==> src/rtl/icap_pkg.sv <==
// Package: shared address codes, source selector encoding and source count
// for the input capture unit. Assumes a two-bit register address space.
package icap_pkg;

    localparam int ADDR_W     = 2;
    localparam int NUM_HW_SRC = 2;

    typedef enum logic [ADDR_W-1:0] {
        A_CAP_LO = 2'd0,
        A_CAP_HI = 2'd1,
        A_CNT_LO = 2'd2,
        A_CNT_HI = 2'd3
    } icap_addr_e;

    typedef enum logic {
        SEL_PIN = 1'b0,
        SEL_CMP = 1'b1
    } icap_sel_e;

endpackage

==> src/rtl/icap_edge_sync.sv <==
// Module: icap_edge_sync
// Brings each asynchronous event input into the clock domain through
// SYNC_STAGES flops and flags a rising edge of the synchronised value.
// Assumes inputs are level signals that stay high for more than one clock.
module icap_edge_sync #(
    parameter int NUM_SRC     = 2,
    parameter int SYNC_STAGES = 2
) (
    input  logic               clk,
    input  logic               rst_n,
    input  logic [NUM_SRC-1:0] async_i,
    output logic [NUM_SRC-1:0] rise_o
);

    generate
        for (genvar g = 0; g < NUM_SRC; g++) begin : g_src
            logic [SYNC_STAGES:0] chain_q;

            // Purpose: shift the raw input through the synchroniser plus one history flop.
            always_ff @(posedge clk) begin
                if (!rst_n) begin
                    chain_q <= '0;
                end else begin
                    chain_q <= {chain_q[SYNC_STAGES-1:0], async_i[g]};
                end
            end

            assign rise_o[g] = chain_q[SYNC_STAGES-1] & ~chain_q[SYNC_STAGES];
        end
    endgenerate

endmodule

==> src/rtl/icap_capture.sv <==
// Module: icap_capture
// Holds the captured count, the source flag and the done strobe. Software
// trigger has priority over a hardware event on the same edge.
// Assumes rise_i is already synchronous to clk.
module icap_capture
    import icap_pkg::*;
#(
    parameter int CNT_W   = 12,
    parameter int NUM_SRC = NUM_HW_SRC
) (
    input  logic               clk,
    input  logic               rst_n,
    input  logic [CNT_W-1:0]   cnt_i,
    input  logic [NUM_SRC-1:0] rise_i,
    input  logic               sel_i,
    input  logic               en_i,
    input  logic               sw_trig_i,
    output logic [CNT_W-1:0]   cap_q,
    output logic               src_q,
    output logic               done_q
);

    logic hw_evt;

    // Purpose: pick the selected hardware edge and gate it with the enable.
    always_comb begin
        hw_evt = en_i & rise_i[sel_i];
    end

    // Purpose: load the count and record which source caused the capture.
    always_ff @(posedge clk) begin
        if (!rst_n) begin
            cap_q  <= '0;
            src_q  <= 1'b0;
            done_q <= 1'b0;
        end else begin
            done_q <= sw_trig_i | hw_evt;
            if (sw_trig_i) begin
                cap_q <= cnt_i;
                src_q <= 1'b1;
            end else if (hw_evt) begin
                cap_q <= cnt_i;
                src_q <= 1'b0;
            end
        end
    end

endmodule

==> src/rtl/icap_regbus.sv <==
// Module: icap_regbus
// Byte-wide register access: decodes the software trigger, keeps the single
// shared holding byte for wide reads and drives the read mux.
// Assumes DATA_W < CNT_W <= 2*DATA_W-1 so that the flag fits above the high bits.
module icap_regbus
    import icap_pkg::*;
#(
    parameter int CNT_W  = 12,
    parameter int DATA_W = 8
) (
    input  logic              clk,
    input  logic              rst_n,
    input  logic [ADDR_W-1:0] addr_i,
    input  logic              rd_en_i,
    input  logic              wr_en_i,
    input  logic [DATA_W-1:0] wdata_i,
    input  logic [CNT_W-1:0]  cap_i,
    input  logic              src_i,
    input  logic [CNT_W-1:0]  cnt_i,
    output logic [DATA_W-1:0] rdata_o,
    output logic [DATA_W-1:0] temp_q,
    output logic              sw_trig_o
);

    localparam int HI_W  = CNT_W - DATA_W;
    localparam int PAD_W = DATA_W - 1 - HI_W;

    logic [DATA_W-1:0] cap_hi_byte;
    logic [DATA_W-1:0] cnt_hi_byte;
    logic              unused_wbits;

    assign cap_hi_byte  = {src_i, {PAD_W{1'b0}}, cap_i[CNT_W-1:DATA_W]};
    assign cnt_hi_byte  = {{(DATA_W-HI_W){1'b0}}, cnt_i[CNT_W-1:DATA_W]};
    assign unused_wbits = ^wdata_i[DATA_W-2:0];

    // Purpose: a write to the capture high byte with the top bit set triggers capture.
    always_comb begin
        sw_trig_o = wr_en_i && (addr_i == A_CAP_HI) && wdata_i[DATA_W-1];
    end

    // Purpose: low-byte reads load the shared holding byte with the partner high byte.
    always_ff @(posedge clk) begin
        if (!rst_n) begin
            temp_q <= '0;
        end else if (rd_en_i) begin
            case (addr_i)
                A_CAP_LO: temp_q <= cap_hi_byte;
                A_CNT_LO: temp_q <= cnt_hi_byte;
                default:  temp_q <= temp_q;
            endcase
        end
    end

    // Purpose: present the addressed byte; high addresses return the holding byte.
    always_comb begin
        case (addr_i)
            A_CAP_LO: rdata_o = cap_i[DATA_W-1:0];
            A_CNT_LO: rdata_o = cnt_i[DATA_W-1:0];
            default:  rdata_o = temp_q;
        endcase
    end

endmodule

==> src/rtl/icap_unit.sv <==
// Module: icap_unit (top)
// Input capture unit: synchronises the hardware sources, captures the timer
// count on a selected edge or a software trigger, and serves byte reads.
// Assumes cnt_i is synchronous to clk.
module icap_unit
    import icap_pkg::*;
#(
    parameter int CNT_W  = 12,
    parameter int DATA_W = 8
) (
    input  logic              clk,
    input  logic              rst_n,
    input  logic [CNT_W-1:0]  cnt_i,
    input  logic              pin_i,
    input  logic              cmp_i,
    input  logic              cap_en_i,
    input  logic              src_sel_i,
    input  logic [ADDR_W-1:0] addr_i,
    input  logic              rd_en_i,
    input  logic              wr_en_i,
    input  logic [DATA_W-1:0] wdata_i,
    output logic [DATA_W-1:0] rdata_o,
    output logic              cap_done_o
);

    logic [NUM_HW_SRC-1:0] raw_src;
    logic [NUM_HW_SRC-1:0] src_rise;
    logic [CNT_W-1:0]      cap_q;
    logic                  src_q;
    logic [DATA_W-1:0]     temp_q;
    logic                  sw_trig;

    // Index order follows the select encoding: SEL_PIN then SEL_CMP.
    assign raw_src = {cmp_i, pin_i};

    icap_edge_sync #(
        .NUM_SRC     (NUM_HW_SRC),
        .SYNC_STAGES (2)
    ) u_sync (
        .clk     (clk),
        .rst_n   (rst_n),
        .async_i (raw_src),
        .rise_o  (src_rise)
    );

    icap_regbus #(
        .CNT_W  (CNT_W),
        .DATA_W (DATA_W)
    ) u_bus (
        .clk       (clk),
        .rst_n     (rst_n),
        .addr_i    (addr_i),
        .rd_en_i   (rd_en_i),
        .wr_en_i   (wr_en_i),
        .wdata_i   (wdata_i),
        .cap_i     (cap_q),
        .src_i     (src_q),
        .cnt_i     (cnt_i),
        .rdata_o   (rdata_o),
        .temp_q    (temp_q),
        .sw_trig_o (sw_trig)
    );

    icap_capture #(
        .CNT_W   (CNT_W),
        .NUM_SRC (NUM_HW_SRC)
    ) u_cap (
        .clk       (clk),
        .rst_n     (rst_n),
        .cnt_i     (cnt_i),
        .rise_i    (src_rise),
        .sel_i     (src_sel_i),
        .en_i      (cap_en_i),
        .sw_trig_i (sw_trig),
        .cap_q     (cap_q),
        .src_q     (src_q),
        .done_q    (cap_done_o)
    );

endmodule

==> config.mk <==
export PLATFORM = sky130hd
export DESIGN_NAME = icap_unit
export DESIGN_NICKNAME = d
export VERILOG_FILES = /design/src/rtl/icap_pkg.sv /design/src/rtl/icap_edge_sync.sv /design/src/rtl/icap_capture.sv /design/src/rtl/icap_regbus.sv /design/src/rtl/icap_unit.sv
export SDC_FILE = /design/constraint.sdc
export NUM_CORES = 1
export LEC_CHECK = 0
export ABC_AREA = 1
export ABC_CLOCK_PERIOD_IN_PS = 1200
export BUFFER_PORTS_ARGS = -buffer_cell sky130_fd_sc_hd__clkbuf_2
export CORE_AREA = 4 4 59 66
export DETAILED_ROUTE_END_ITERATION = 6
export DIE_AREA = 0 0 63 70
export HOLD_SLACK_MARGIN = 0.15
export PLACE_DENSITY = 0.81
export SETUP_SLACK_MARGIN = 0.15
export SLEW_MARGIN = 20
export SYNTH_ARGS = -nofsm -noshare
export SYNTH_HDL_FRONTEND = slang
export SYNTH_HIERARCHICAL = 1
export SYNTH_SLANG_ARGS = --single-unit
==> constraint.sdc <==
create_clock -name clk -period 1.2 [get_ports clk]
set_clock_uncertainty 0.2 [all_clocks]
set_input_delay 0.12 -clock clk [delete_from_list [all_inputs] [get_ports clk]]
set_output_delay 0.12 -clock clk [all_outputs]
set_load 0.01 [all_outputs]
Yosys cells after proc, flatten, opt, wreduce, memory -nomap -nowiden --
Index checks and enable logic that the tools add are counted.
Storage, ports and cells: register bits after elaboration 28, input bits 30, output and inout bits 9, logic and storage cells 29
Cells by class: magnitude comparators 1, equal/unequal tests 2, mux-type cells 8, bitwise operators 6, reductions and logical operators 6
Operators by type and width (number):
- 8-bit case mux with 2 select lines | 2
- 12-bit two-way mux | 2
- 1-bit two-way mux | 4
- 2-bit nonzero test | 2
- 1-bit bitwise AND | 3
- 2-bit by 1-bit equality test with 1-bit output (second input constant) | 1
- 2-bit equality test (second input constant) | 1
- 1-bit logical AND | 2
- 2-bit logical NOT | 1
- 1-bit by 2-bit less-than comparator with 1-bit output (second input constant) | 1
- 1-bit inverter | 2
- 2-bit AND reduction | 1
- 1-bit bitwise OR | 1

Longest topological paths before layout --
depth in word-level cells 7, depth in mapped cells 9, depth with buffers taken out 8

By module --
The synthesis kept the hierarchy.
By module, submodules not included:
- icap_capture | instances 1, cells each 90, area an instance 665.6 um^2, seq. area each 280.3 um^2
- icap_regbus | instances 1, cells each 79, area an instance 495.5 um^2, seq. area each 100.1 um^2
- icap_edge_sync | instances 1, cells each 22, area an instance 180.2 um^2, seq. area each 120.1 um^2

Worst setup path after synthesis --
Ideal clock, no wire load.
path type flip-flop to flip-flop, start register u_sync.g_src[1].chain_q[1], end register u_cap.cap_q[10], library setup time 115 ps, arrival time 960 ps, data required time 885 ps, setup slack -75 ps, cell stages (with the launch flop) 9, buffers on the path 1, period minus slack after synthesis 1275 ps, path through dfxtp_1 -> inv_1 -> nor2_1 -> inv_1 -> nand2_1 -> nand3_4 -> buf_6 -> a21oi_1 -> nor2_1
On the way: word-level cells in the longest chain between the ends 5
RTL lines:
- start, declared | RTL line icap_edge_sync.sv:17 | logic [SYNC_STAGES:0] chain_q;
- start signal, assigned | RTL line icap_edge_sync.sv:24 | chain_q <= {chain_q[SYNC_STAGES-1:0], async_i[g]};
- 1-bit bitwise AND | RTL line icap_edge_sync.sv:28 | assign rise_o[g] = chain_q[SYNC_STAGES-1] & ~chain_q[SYNC_STAGES];
- net src_rise[1] | RTL line icap_unit.sv:27 | logic [NUM_HW_SRC-1:0] src_rise;
- 1-bit two-way mux (implied by the code) (2 in a row) | RTL line icap_capture.sv:27 | hw_evt = en_i & rise_i[sel_i];
- 1-bit bitwise AND | RTL line icap_capture.sv:27
- 2-bit nonzero test (no source line)
- end signal, assigned | RTL line icap_capture.sv:39 | cap_q <= cnt_i;
- end signal, assigned | RTL line icap_capture.sv:42 | cap_q <= cnt_i;
- end, declared | RTL line icap_capture.sv:18 | output logic [CNT_W-1:0] cap_q,
The timed path passes the listed nets, and every way through them passes these cells. The select of a mux whose other input is x is not followed. A chain may end at the register's enable or synchronous reset.

Worst setup path in the final report --
start register u_bus.temp_q[0], end output rdata_o[0]
On the way: word-level cells in the longest chain between the ends 1
RTL lines:
- start, declared | RTL line icap_regbus.sv:21 | output logic [DATA_W-1:0] temp_q,
- start signal, assigned | RTL line icap_regbus.sv:47 | A_CAP_LO: temp_q <= cap_hi_byte;
- start signal, assigned | RTL line icap_regbus.sv:48 | A_CNT_LO: temp_q <= cnt_hi_byte;
- start signal, assigned | RTL line icap_regbus.sv:49 | default: temp_q <= temp_q;
- 8-bit case mux with 2 select lines | RTL line icap_regbus.sv:56 | case (addr_i)
- end, declared | RTL line icap_unit.sv:22 | output logic [DATA_W-1:0] rdata_o,
Every way passes these cells.

==> metrics <==
Setup Crit Path Kind=register to output pin; Vias/cell=around 4.8; Clock power frac=a little over a fifth; DRC Markers=0; combinational share of power=between 20% and 30%; Sw Pwr=0.522 mW; commonest non-fill, non-tap cell in the layout=nand2_1; routed wire length per instance=approximately 12 microns; vias in the first global route=1278; Fin Setup TNS=-1.85 ns; Die Y=70 microns; switching power share of the total=a little under 30%; Internal=between 1 and 1.5 mW; Die X=between 60 and 70 microns; clock slew at reported path FFs=0.14 ns; GRT Total Usage=between 15 and 20%; CTS root buf=clkbuf_4; cell area after layout=around 0.0019 sq mm; power density over the cells=slightly above 900 mW/mm^2; Synth Warn #=6; total placed cells including tap cells=257; Initial Util=between 40% and 50%; Hold Buf Count CTS=14; crit-path cells=inv_1 -> o211ai_1 -> buf_2; Antenna diodes=0; FMAX=between 700 and 800 MHz; non-filler instance count after layout=280; crit path max fanout=2; Max Root-Sink Buffers=2; Post-DP HPWL=around 2100 microns; Initial DRC Count=47; syn_area_per_cell=around 7.0 sq um; DRT antenna net count=0; CP bufs+invs=2; die area=0.00441 sq mm; dpl cell area=0.00162 sq mm; commonest non-fill, non-tap cells in the layout=nand2_1, inv_1, clkbuf_2; Post-Syn Area=0.00132 sq mm; status=complete, but fails checks; final wirelength=between 3000 and 4000 microns; routability cong.=approximately 0.78; Leak=1.02 nW; Worst-Skew Late Latency=between 0.3 and 0.4 ns; endpoints failing hold=1; layout cell share with drive strength beyond 1=47.5%; Core ar.=between 0.003 and 0.004 sq mm; port buffer count=31; PnR worst setup slack=-0.149 ns; CTS tree=yes; CP max stage delay=around 0.34 ns; failing checks=hold timing, setup timing; Final min period=between 1 and 1.5 ns; Slew @ Worst Pin=0.488 ns; Max H-tree Level=1; fillers=between 200 and 300; final core area utilization=58.2%; Hold/Removal Path Class=input pin to register; largest net degree at the start of global routing=25; IO Pins=39; initial antenna violation count=0; Congestion Overflow GR=0; first-pass GRT wire length=around 5400 microns; net count after synthesis=217; Max-Cap Viols=0; crit end category=output pin; Nets=between 200 and 300; slowest cell on the critical path=dfxtp_2; CP top delay family=flip-flops; Mapped Cells=around 190; drt first pass iters=4; startpoint types=register; clock sink total=25; WP data required=about 0.88 ns; Slew headroom=between 60% and 70%; sequential power share=52.2%; fin crit share=112%; pre-CTS setup slack=-0.0980 ns; VDD IR max=a little over 0.7 mV; final setup vio count=22; fin. max-slew vios=0; # rows=22; area grow syn2layout=45.0%; DR vias=about 1300; RSZ-0062 raised after global routing=yes; CP Data Arrival Time=1.03 ns; hold_ws=-0.0634 ns; CTS buffer count=3
## worst min-delay path, delay by kind of cell
kind                   cells  cell delay [ns]
buffers and inverters      1             0.14
AO/OA/AOI/OAI              1             0.05
AND/OR/NAND/NOR            1             0.12
## worst paths after layout
check / depth (start not counted) / end / from / slack [ns]
worst min-delay path: 3 / u_bus/temp_q[7]$_SDFFE_PN0P_ / rd_en_i / -0.06
worst min register to register: 2 / u_sync/g_src[0].chain_q[1]$_SDFF_PN0_ / u_sync/g_src[0].chain_q[0]$_SDFF_PN0_ / 0.21
worst max register to register: 9 / u_cap/cap_q[2]$_SDFFE_PN0P_ / u_sync/g_src[1].chain_q[1]$_SDFF_PN0_ / -0.12
worst max-delay path: 3 / rdata_o[0] / u_bus/temp_q[0]$_SDFFE_PN0P_ / -0.15
## repair_timing
| item | in CTS | in global routing |
|---|---|---|
| hold endpoints to repair | 25 | 16 |
| buffers inserted | 3 | 1 |
| cloned | 0 | 1 |
| pin swaps | 8 | 6 |
| gates resized for setup | 16 | 22 |
| endpoints found under the setup margin | 23 | 26 |
## per-stage QoR
stage	hold slack [ns]	power (mW)
floorplan	0.0134	1.16
global placement	0.104	1.29
detailed placement	0.108	1.30
CTS	-0.0891	1.73
global route	-0.0718	1.84
finish	-0.0634	1.75
## sequential cells by signal, summed over array words and instances, names as in the netlist
register / flops
u_cap/cap_q: 12
u_cap/src_q: 1
u_bus/temp_q: 5
u_cap/done_q: 1
u_sync/g_src.chain_q: 6
## metal layers
layer  global-route usage [%]  wire length [microns]  vias to the layer above  part of all wire (%)
li1                         -                      -                      684                     -
met1                     17.4                   1440                      625                    42
met2                     27.2                   1810                       31                    53
met3                     1.61                    122                        4                   3.6
met4                     7.60                     56                        0                   1.6
met5                        0                      0                        -                     0
## area by class of cell
cell class | instances | area (sq um) | area share, %
clock buffer | 3 | 22.5 | 1.18
timing repair buffer | 58 | 437 | 22.9
tap | 36 | 45.0 | 2.36
clock inverter | 1 | 5.00 | 0.262
sequential | 25 | 517 | 27.1
multi-input combinational | 120 | 734 | 38.5
inverter | 37 | 146 | 7.68
## power by group through the flow
stage	sequential (mW)	clock, mW	combinational [mW]
global placement	0.921	0	0.371
CTS	0.909	0.390	0.432
floorplan	0.919	0	0.244
global route	0.919	0.415	0.507
detailed placement	0.923	0	0.379
finish	0.914	0.375	0.462
(Power assumes the default switching activity.)
